--- config.mk ---
export PLATFORM = sky130hd
export DESIGN_NAME = dual_dma_engine
export DESIGN_NICKNAME = d
export VERILOG_FILES = /design/src/rtl/dual_dma_pkg.sv /design/src/rtl/dma_chan_regs.sv /design/src/rtl/dma_pick.sv /design/src/rtl/dma_seq.sv /design/src/rtl/dual_dma_engine.sv
export SDC_FILE = /design/constraint.sdc
export NUM_CORES = 1
export LEC_CHECK = 0
export ABC_AREA = 1
export CORE_ASPECT_RATIO = 1.4
export CORE_UTILIZATION = 36
export CTS_CLUSTER_DIAMETER = 200
export DETAILED_ROUTE_END_ITERATION = 8
export PLACE_DENSITY_LB_ADDON = 0.12
export SYNTH_ARGS = -nofsm -noshare
export SYNTH_HDL_FRONTEND = slang
export SYNTH_HIERARCHICAL = 1
export SYNTH_SLANG_ARGS = --single-unit
export TNS_END_PERCENT = 20
--- constraint.sdc ---
create_clock -name clk -period 3 [get_ports clk]
set_input_delay 0.6 -clock clk [delete_from_list [all_inputs] [get_ports clk]]
set_output_delay 0.6 -clock clk [all_outputs]
set_load 0.02 [all_outputs]
--- src/rtl/dual_dma_pkg.sv ---
// Shared definitions for the two-channel DMA engine: register selects,
// control/status bit positions, channel configuration and sequencer states.
package dual_dma_pkg;
    localparam int CH_N = 2;

    typedef enum logic [1:0] {
        SEL_ADDR  = 2'd0,
        SEL_COUNT = 2'd1,
        SEL_CTRL  = 2'd2,
        SEL_NONE  = 2'd3
    } reg_sel_t;

    // control write bits
    localparam int B_START = 0;
    localparam int B_CLEAR = 1;
    // shared control/status configuration bits
    localparam int B_DIR   = 3;
    localparam int B_BURST = 4;
    localparam int B_IRQEN = 5;
    localparam int B_FAST  = 6;
    // status read bits
    localparam int S_BUSY  = 0;
    localparam int S_DONE  = 1;
    localparam int S_ERR   = 2;

    typedef struct packed {
        logic dir;     // 0: device to memory, 1: memory to device
        logic burst;   // 1: hold bus for whole block
        logic irq_en;  // 1: done drives interrupt
        logic fast;    // 1: wins ties against a non-fast channel
    } chan_cfg_t;

    typedef enum logic [1:0] {
        SEQ_IDLE = 2'd0,
        SEQ_MOVE = 2'd1,
        SEQ_GAP  = 2'd2
    } seq_state_t;
endpackage

--- src/rtl/dma_chan_regs.sv ---
// One channel's register set: memory pointer, word counter, configuration
// and busy/done/error flags.
// Assumes wr_en is already decoded for this channel, and that step is only
// raised by the sequencer while this channel is busy.
module dma_chan_regs
    import dual_dma_pkg::*;
#(
    parameter int ADDR_W = 16,
    parameter int CNT_W  = 8
) (
    input  logic              clk,
    input  logic              rst_n,
    input  logic              wr_en,
    input  logic [1:0]        wr_sel,
    input  logic [ADDR_W-1:0] wr_data,
    input  logic              step,
    output logic [ADDR_W-1:0] addr,
    output logic [CNT_W-1:0]  count,
    output logic              busy,
    output logic              done,
    output logic              err,
    output chan_cfg_t         cfg,
    output logic              last
);
    localparam logic [CNT_W-1:0] ONE = CNT_W'(1);

    // flags the word in flight as the final one of the block
    assign last = (count == ONE);

    // register updates from word steps and software writes
    always_ff @(posedge clk) begin
        if (!rst_n) begin
            addr  <= '0;
            count <= '0;
            busy  <= 1'b0;
            done  <= 1'b0;
            err   <= 1'b0;
            cfg   <= '0;
        end else begin
            if (step) begin
                addr  <= addr + 1'b1;
                count <= count - 1'b1;
                if (last) begin
                    busy <= 1'b0;
                    done <= 1'b1;
                end
            end
            if (wr_en) begin
                case (reg_sel_t'(wr_sel))
                    SEL_ADDR: begin
                        if (!busy) addr <= wr_data;
                    end
                    SEL_COUNT: begin
                        if (!busy) count <= wr_data[CNT_W-1:0];
                    end
                    SEL_CTRL: begin
                        if (wr_data[B_CLEAR]) begin
                            done <= 1'b0;
                            err  <= 1'b0;
                        end
                        if (busy) begin
                            if (wr_data[B_START]) err <= 1'b1;
                        end else begin
                            cfg.dir    <= wr_data[B_DIR];
                            cfg.burst  <= wr_data[B_BURST];
                            cfg.irq_en <= wr_data[B_IRQEN];
                            cfg.fast   <= wr_data[B_FAST];
                            if (wr_data[B_START]) begin
                                if (count == '0) begin
                                    done <= 1'b1;
                                end else begin
                                    busy <= 1'b1;
                                    done <= 1'b0;
                                end
                            end
                        end
                    end
                    default: ;
                endcase
            end
        end
    end

    assert_step_when_busy_R2: assert property (@(posedge clk) disable iff (!rst_n)
        step |-> (busy && count != '0));

    assert_busy_count_nonzero_R5: assert property (@(posedge clk) disable iff (!rst_n)
        busy |-> (count != '0));

    assert_done_rise_idle_R3: assert property (@(posedge clk) disable iff (!rst_n)
        $rose(done) |-> !busy);
endmodule

--- src/rtl/dma_pick.sv ---
// Fixed-priority channel picker: the fast channel wins, and ties go to
// channel 0. Assumes exactly two channels.
module dma_pick (
    input  logic [1:0] pend,
    input  logic [1:0] fast,
    output logic       win
);
    // channel 1 wins only if alone or uniquely fast
    always_comb begin
        win = pend[1] & (~pend[0] | (fast[1] & ~fast[0]));
    end

    // the winner must be a pending channel
    always_comb begin
        if (pend != 2'b00) begin
            assert_pick_pending_R10: assert (pend[win]);
        end
    end
endmodule

--- src/rtl/dma_seq.sv ---
// Bus sequencer. It claims the bus for the picked channel and issues one
// memory access per device-ready word. It releases the bus after each word
// in cycle-stealing mode, or after the last word in burst mode.
// Assumes the owner channel stays busy until its last step.
module dma_seq
    import dual_dma_pkg::*;
(
    input  logic       clk,
    input  logic       rst_n,
    input  logic [1:0] pend,
    input  logic       win,
    input  logic [1:0] dev_req,
    input  logic [1:0] burst,
    input  logic [1:0] last,
    input  logic       mem_ack,
    output logic       owner,
    output logic       mem_req,
    output logic [1:0] step,
    output logic       hold
);
    seq_state_t state;

    // request memory only while moving and the owner's device is ready
    assign mem_req = (state == SEQ_MOVE) & dev_req[owner];
    // one step pulse to the owner when memory accepts the word
    assign step    = (mem_req & mem_ack) ? (2'b01 << owner) : 2'b00;
    // bus is kept from the processor while moving or about to move
    assign hold    = (state == SEQ_MOVE) | ((state == SEQ_IDLE) & (pend != 2'b00));

    // state and owner progression
    always_ff @(posedge clk) begin
        if (!rst_n) begin
            state <= SEQ_IDLE;
            owner <= 1'b0;
        end else begin
            case (state)
                SEQ_IDLE: begin
                    if (pend != 2'b00) begin
                        owner <= win;
                        state <= SEQ_MOVE;
                    end
                end
                SEQ_MOVE: begin
                    if (mem_req && mem_ack && (last[owner] || !burst[owner]))
                        state <= SEQ_GAP;
                end
                default: state <= SEQ_IDLE;
            endcase
        end
    end

    assert_steal_release_R7: assert property (@(posedge clk) disable iff (!rst_n)
        (mem_req && mem_ack && !burst[owner]) |=> !hold);

    assert_burst_keep_R8: assert property (@(posedge clk) disable iff (!rst_n)
        (mem_req && mem_ack && burst[owner] && !last[owner]) |=> hold);
endmodule

--- src/rtl/dual_dma_engine.sv ---
// Two-channel DMA engine top. It instantiates a register set per channel,
// the channel picker and the bus sequencer, and muxes the memory, device,
// read-back and processor-grant paths.
// Assumes ADDR_W >= 8 and CNT_W <= ADDR_W, and that the device holds
// dev_req until acknowledged or no longer ready.
module dual_dma_engine
    import dual_dma_pkg::*;
#(
    parameter int ADDR_W = 16,
    parameter int DATA_W = 16,
    parameter int CNT_W  = 8
) (
    input  logic                  clk,
    input  logic                  rst_n,
    input  logic                  cfg_we,
    input  logic                  cfg_chan,
    input  logic [1:0]            cfg_sel,
    input  logic [ADDR_W-1:0]     cfg_wdata,
    output logic [ADDR_W-1:0]     cfg_rdata,
    input  logic [1:0]            dev_req,
    output logic [1:0]            dev_ack,
    input  logic [2*DATA_W-1:0]   dev_rdata,
    output logic [DATA_W-1:0]     dev_wdata,
    output logic                  mem_req,
    output logic                  mem_we,
    output logic [ADDR_W-1:0]     mem_addr,
    output logic [DATA_W-1:0]     mem_wdata,
    input  logic [DATA_W-1:0]     mem_rdata,
    input  logic                  mem_ack,
    input  logic                  proc_req,
    output logic                  proc_gnt,
    output logic [1:0]            irq
);
    logic [ADDR_W-1:0] ch_addr  [CH_N];
    logic [CNT_W-1:0]  ch_count [CH_N];
    chan_cfg_t         ch_cfg   [CH_N];
    logic [CH_N-1:0]   ch_busy, ch_done, ch_err, ch_last;
    logic [CH_N-1:0]   ch_fast, ch_burst, pend, step;
    logic              win, owner, hold;

    for (genvar g = 0; g < CH_N; g++) begin : g_chan
        dma_chan_regs #(.ADDR_W(ADDR_W), .CNT_W(CNT_W)) u_regs (
            .clk     (clk),
            .rst_n   (rst_n),
            .wr_en   (cfg_we && (cfg_chan == g[0])),
            .wr_sel  (cfg_sel),
            .wr_data (cfg_wdata),
            .step    (step[g]),
            .addr    (ch_addr[g]),
            .count   (ch_count[g]),
            .busy    (ch_busy[g]),
            .done    (ch_done[g]),
            .err     (ch_err[g]),
            .cfg     (ch_cfg[g]),
            .last    (ch_last[g])
        );
        assign pend[g]     = ch_busy[g] & dev_req[g];
        assign ch_fast[g]  = ch_cfg[g].fast;
        assign ch_burst[g] = ch_cfg[g].burst;
        assign irq[g]      = ch_done[g] & ch_cfg[g].irq_en;
    end

    dma_pick u_pick (
        .pend (pend),
        .fast (ch_fast),
        .win  (win)
    );

    dma_seq u_seq (
        .clk     (clk),
        .rst_n   (rst_n),
        .pend    (pend),
        .win     (win),
        .dev_req (dev_req),
        .burst   (ch_burst),
        .last    (ch_last),
        .mem_ack (mem_ack),
        .owner   (owner),
        .mem_req (mem_req),
        .step    (step),
        .hold    (hold)
    );

    // memory and device data paths follow the owning channel
    assign mem_addr  = ch_addr[owner];
    assign mem_we    = ~ch_cfg[owner].dir;
    assign mem_wdata = dev_rdata[owner*DATA_W +: DATA_W];
    assign dev_wdata = mem_rdata;
    assign dev_ack   = step;
    // processor gets the bus whenever the engine does not claim it
    assign proc_gnt  = proc_req & ~hold;

    // register read-back mux
    always_comb begin
        cfg_rdata = '0;
        case (reg_sel_t'(cfg_sel))
            SEL_ADDR:  cfg_rdata = ch_addr[cfg_chan];
            SEL_COUNT: cfg_rdata = ADDR_W'(ch_count[cfg_chan]);
            SEL_CTRL: begin
                cfg_rdata[S_BUSY]  = ch_busy[cfg_chan];
                cfg_rdata[S_DONE]  = ch_done[cfg_chan];
                cfg_rdata[S_ERR]   = ch_err[cfg_chan];
                cfg_rdata[B_DIR]   = ch_cfg[cfg_chan].dir;
                cfg_rdata[B_BURST] = ch_cfg[cfg_chan].burst;
                cfg_rdata[B_IRQEN] = ch_cfg[cfg_chan].irq_en;
                cfg_rdata[B_FAST]  = ch_cfg[cfg_chan].fast;
            end
            default: cfg_rdata = '0;
        endcase
    end

    assert_proc_excludes_dma_R9: assert property (@(posedge clk) disable iff (!rst_n)
        proc_gnt |-> !mem_req);

    assert_ack_to_busy_R2: assert property (@(posedge clk) disable iff (!rst_n)
        (dev_ack != 2'b00) |-> ((dev_ack & ch_busy) == dev_ack));
endmodule

==> impl_metrics.json <==
{
  "status": "completed",
  "globalRouteTotalUtil_pct": 22.93,
  "ant_nets": 0,
  "p_per_area_nw_per_um2": 374.9,
  "synth_edf_count": 0,
  "clock_sinks": 65,
  "synth_area_leaders": "dfxtp_1, nand2_1, inv_1",
  "critPathKind": "in2out",
  "p_leak_nw": 3.133,
  "dieArea_um2": 14270,
  "synth_seq_area_share_pct": 26.21,
  "synth-xor-area-share_pct": 2.293,
  "syn_inst": 767,
  "synth_cell_type_count": 42,
  "ir_drop_mv": 0.1957,
  "finalHoldViolCount": 0,
  "avgSynthCellArea_um2": 6.473,
  "startpoint_type": "input port",
  "drc": 0,
  "period_minus_slack_ps": 2950,
  "synth_fa_ha_area_share_pct": 2.016,
  "path_clk_slew_ps": 50,
  "hold_ws_ps": 477.2,
  "period_share_pct": 98.34,
  "synth_top_area_share_pct": 26.21,
  "htreeDepth": 3,
  "postSynthNetCount": 849,
  "area_delta_synth_final_pct": 30.72,
  "synth_common_cells": "nand2_1, inv_1, o21ai_0, dfxtp_1, nor2_1",
  "finClkSkew_ps": 6.145,
  "viasPerCell": 4.931,
  "rows": 50,
  "first_pass_iters": 5,
  "multiInputGateArea_um2": 2913,
  "hp-class": "reg2reg",
  "cap_violations": 0,
  "crit_slowest_cell": "clkdlybuf4s50_1",
  "synth_area_um2": 4965,
  "grt_overflow": 0,
  "start_util_pct": 37.08,
  "io_pins": 145,
  "slew_viol_final": 0,
  "endpoint_kind": "output pin",
  "setup_viol": 0,
  "hpwl_um": 12260,
  "cts_buffers": 9,
  "cts_tree": "yes",
  "place.gp.congestion": 0.9295,
  "drt-total-wl_um": 15850,
  "postCtsSetupBuffers": 0,
  "die_h_um": 141.0,
  "arrival_ps": 2350,
  "slew_headroom_pct": 58.90,
  "vias": 5158,
  "crit_family": "buffers and inverters",
  "max_slew.worst_pin.slew_ps": 614.7,
  "synthSimpleGateAreaFrac_pct": 32.96,
  "synth.area.mux_share_pct": 4.057,
  "fin_tns_setup_ps": 0,
  "cts_buffer_depth": 2,
  "crit_required_ps": 2400,
  "dp_slack_ps": 3.168,
  "antenna_cells": 0,
  "die_w_um": 101.3,
  "ctsHoldBuffers": 0,
  "synth.most_common_cell": "nand2_1",
  "grt_pass1_vias": 4986,
  "synth_area_leader_cell": "dfxtp_1",
  "final_nets": 942,
  "grt_setup_unrepaired": "no",
  "io_buffers": 112,
  "path_cells": "clkdlybuf4s50_1 -> nor2_4 -> buf_4 -> nand3_1 -> nand3_1 -> clkdlybuf4s50_1",
  "drive_gt1_share_pct": 11.57,
  "antenna_found_initial": 0,
  "nFillCells": 1412,
  "ys_async_sr_fraction_pct": 0,
  "fmax_ghz": 0.3389,
  "synth_compound_area_share_pct": 17.34,
  "core_area_um2": 13390,
  "grt_first_pass_wirelength_um": 25110,
  "drt_iter0_markers": 212,
  "clockRootBuffer": "clkbuf_16",
  "critPathBufInv": 3,
  "critPathMaxStageDelay_ps": 610,
  "final-seq-area_um2": 1303,
  "setup_slack_ps": 49.67,
  "power_w": 0.002433,
  "yosys_warnings": 6,
  "ys_seq_elements": 65,
  "synth_top_family_by_area": "simple AND/OR/NAND/NOR gates",
  "crit_fanout": 6,
  "grt_max_degree": 60,
  "synth-main-ff-cell": "dfxtp_1",
  "clock_latency_ps": 330,
  "routedWlPerCell_um": 15.16
}
==> path summary, 6_finish.rpt <==
| kind | start | to | slack, ps | cells past startpoint |
|---|---|---|---|---|
| worst min-delay path | g_chan[0].u_regs/err | g_chan[0].u_regs/err | 480 | 2 |
| worst max-delay path | cfg_sel[1] | cfg_rdata[3] | 50 | 6 |
| worst min register to register | g_chan[0].u_regs/err | g_chan[0].u_regs/err | 480 | 2 |
| worst max register to register | u_seq/owner | g_chan[1].u_regs/addr[12] | 800 | 14 |
==> through the flow <==
| stage | instances | instance area (um^2) | util [%] |
|---|---|---|---|
| final | 1046 | 6490 | 48.48 |
| after CTS | 1046 | 6465 | 48.29 |
| after global routing | 1046 | 6490 | 48.48 |
| after global placement | 1031 | 6168 | 46.07 |
| after detailed placement | 1031 | 6168 | 46.07 |
| after floorplan | 767 | 4965 | - |
==> cell usage in the layout (no fill, tap or decap), drive strengths merged <==
master,netlist,final
nand2,204,204
inv,121,121
clkdlybuf4s50,0,102
o21ai,86,86
nor2,69,69
dfxtp,65,65
nand3,41,41
a21oi,35,35
mux2,17,17
buf,37,13
o21bai,12,12
clkbuf,6,12
dlymetal6s2s,0,10
nor3,9,9
or2,9,9
nand3b,8,8
xor2,8,8
nand4,8,8
ha,8,8
o211ai,7,7
xnor2,5,5
a311oi,4,4
a31oi,4,4
clkinv,0,2
a211oi,2,2
mux2i,1,1
bufinv,0,1
nor3b,1,1
==> sequential cells by signal, indices dropped and copies added, names as in the netlist <==
name	count
g_chan.u_regs/addr	32
g_chan.u_regs/count	16
g_chan.u_regs/cfg	8
g_chan.u_regs/busy	2
g_chan.u_regs/done	2
g_chan.u_regs/err	2
u_seq/state	2
u_seq/owner	1
==> timing repair <==
action,4_1_cts,5_1_grt
hold endpoints to repair,0,0
setup endpoints to repair,0,10
gates resized for setup,0,10
==> worst register-to-register path, delay by kind of cell, from the launching register on <==
family / cells / cell delay [ps]
and+or+nand+nor: 11 / 1080
DFF: 1 / 620
buffers and inverters: 2 / 270
AOI/OAI and AO/OA: 1 / 130
==> cell type report <==
| cell class | instances | share of cell area (%) |
|---|---|---|
| clock buffer | 12 | 3.952 |
| clock inverter | 3 | 0.6169 |
| inverter | 121 | 7.037 |
| multi-input combinational | 538 | 44.88 |
| sequential | 65 | 20.07 |
| tap | 182 | 3.509 |
| timing repair buffer | 125 | 19.93 |
==> power by group <==
group	leakage, nW	switching (W)	internal (W)	total [W]
Clock	0.148	0.000388	0.000681	0.00107
Sequential	0.528	0.0000391	0.000892	0.000931
Combinational	2.46	0.000227	0.000205	0.000432
==> logic make-up (layout without fill, tap and decap cells) <==
group | count (synthesis) | after routing
and+or+nand+nor | 349 | 349
buffers and inverters | 164 | 261
xor gates and xnor gates | 13 | 13
muxes | 18 | 18
AOI/OAI and AO/OA | 150 | 150
DFF | 65 | 65
adders and majority gates | 8 | 8
==> layer usage <==
metal	vias to the layer above	share of wire (%)	global-route usage (%)
li1	2605	-	-
met3	22	5.3	4.363
met2	149	51	41.25
met1	2382	41	26.54
met5	-	0	0
met4	0	2.5	8.238
Note: power is estimated with default switching activity, not from simulation.
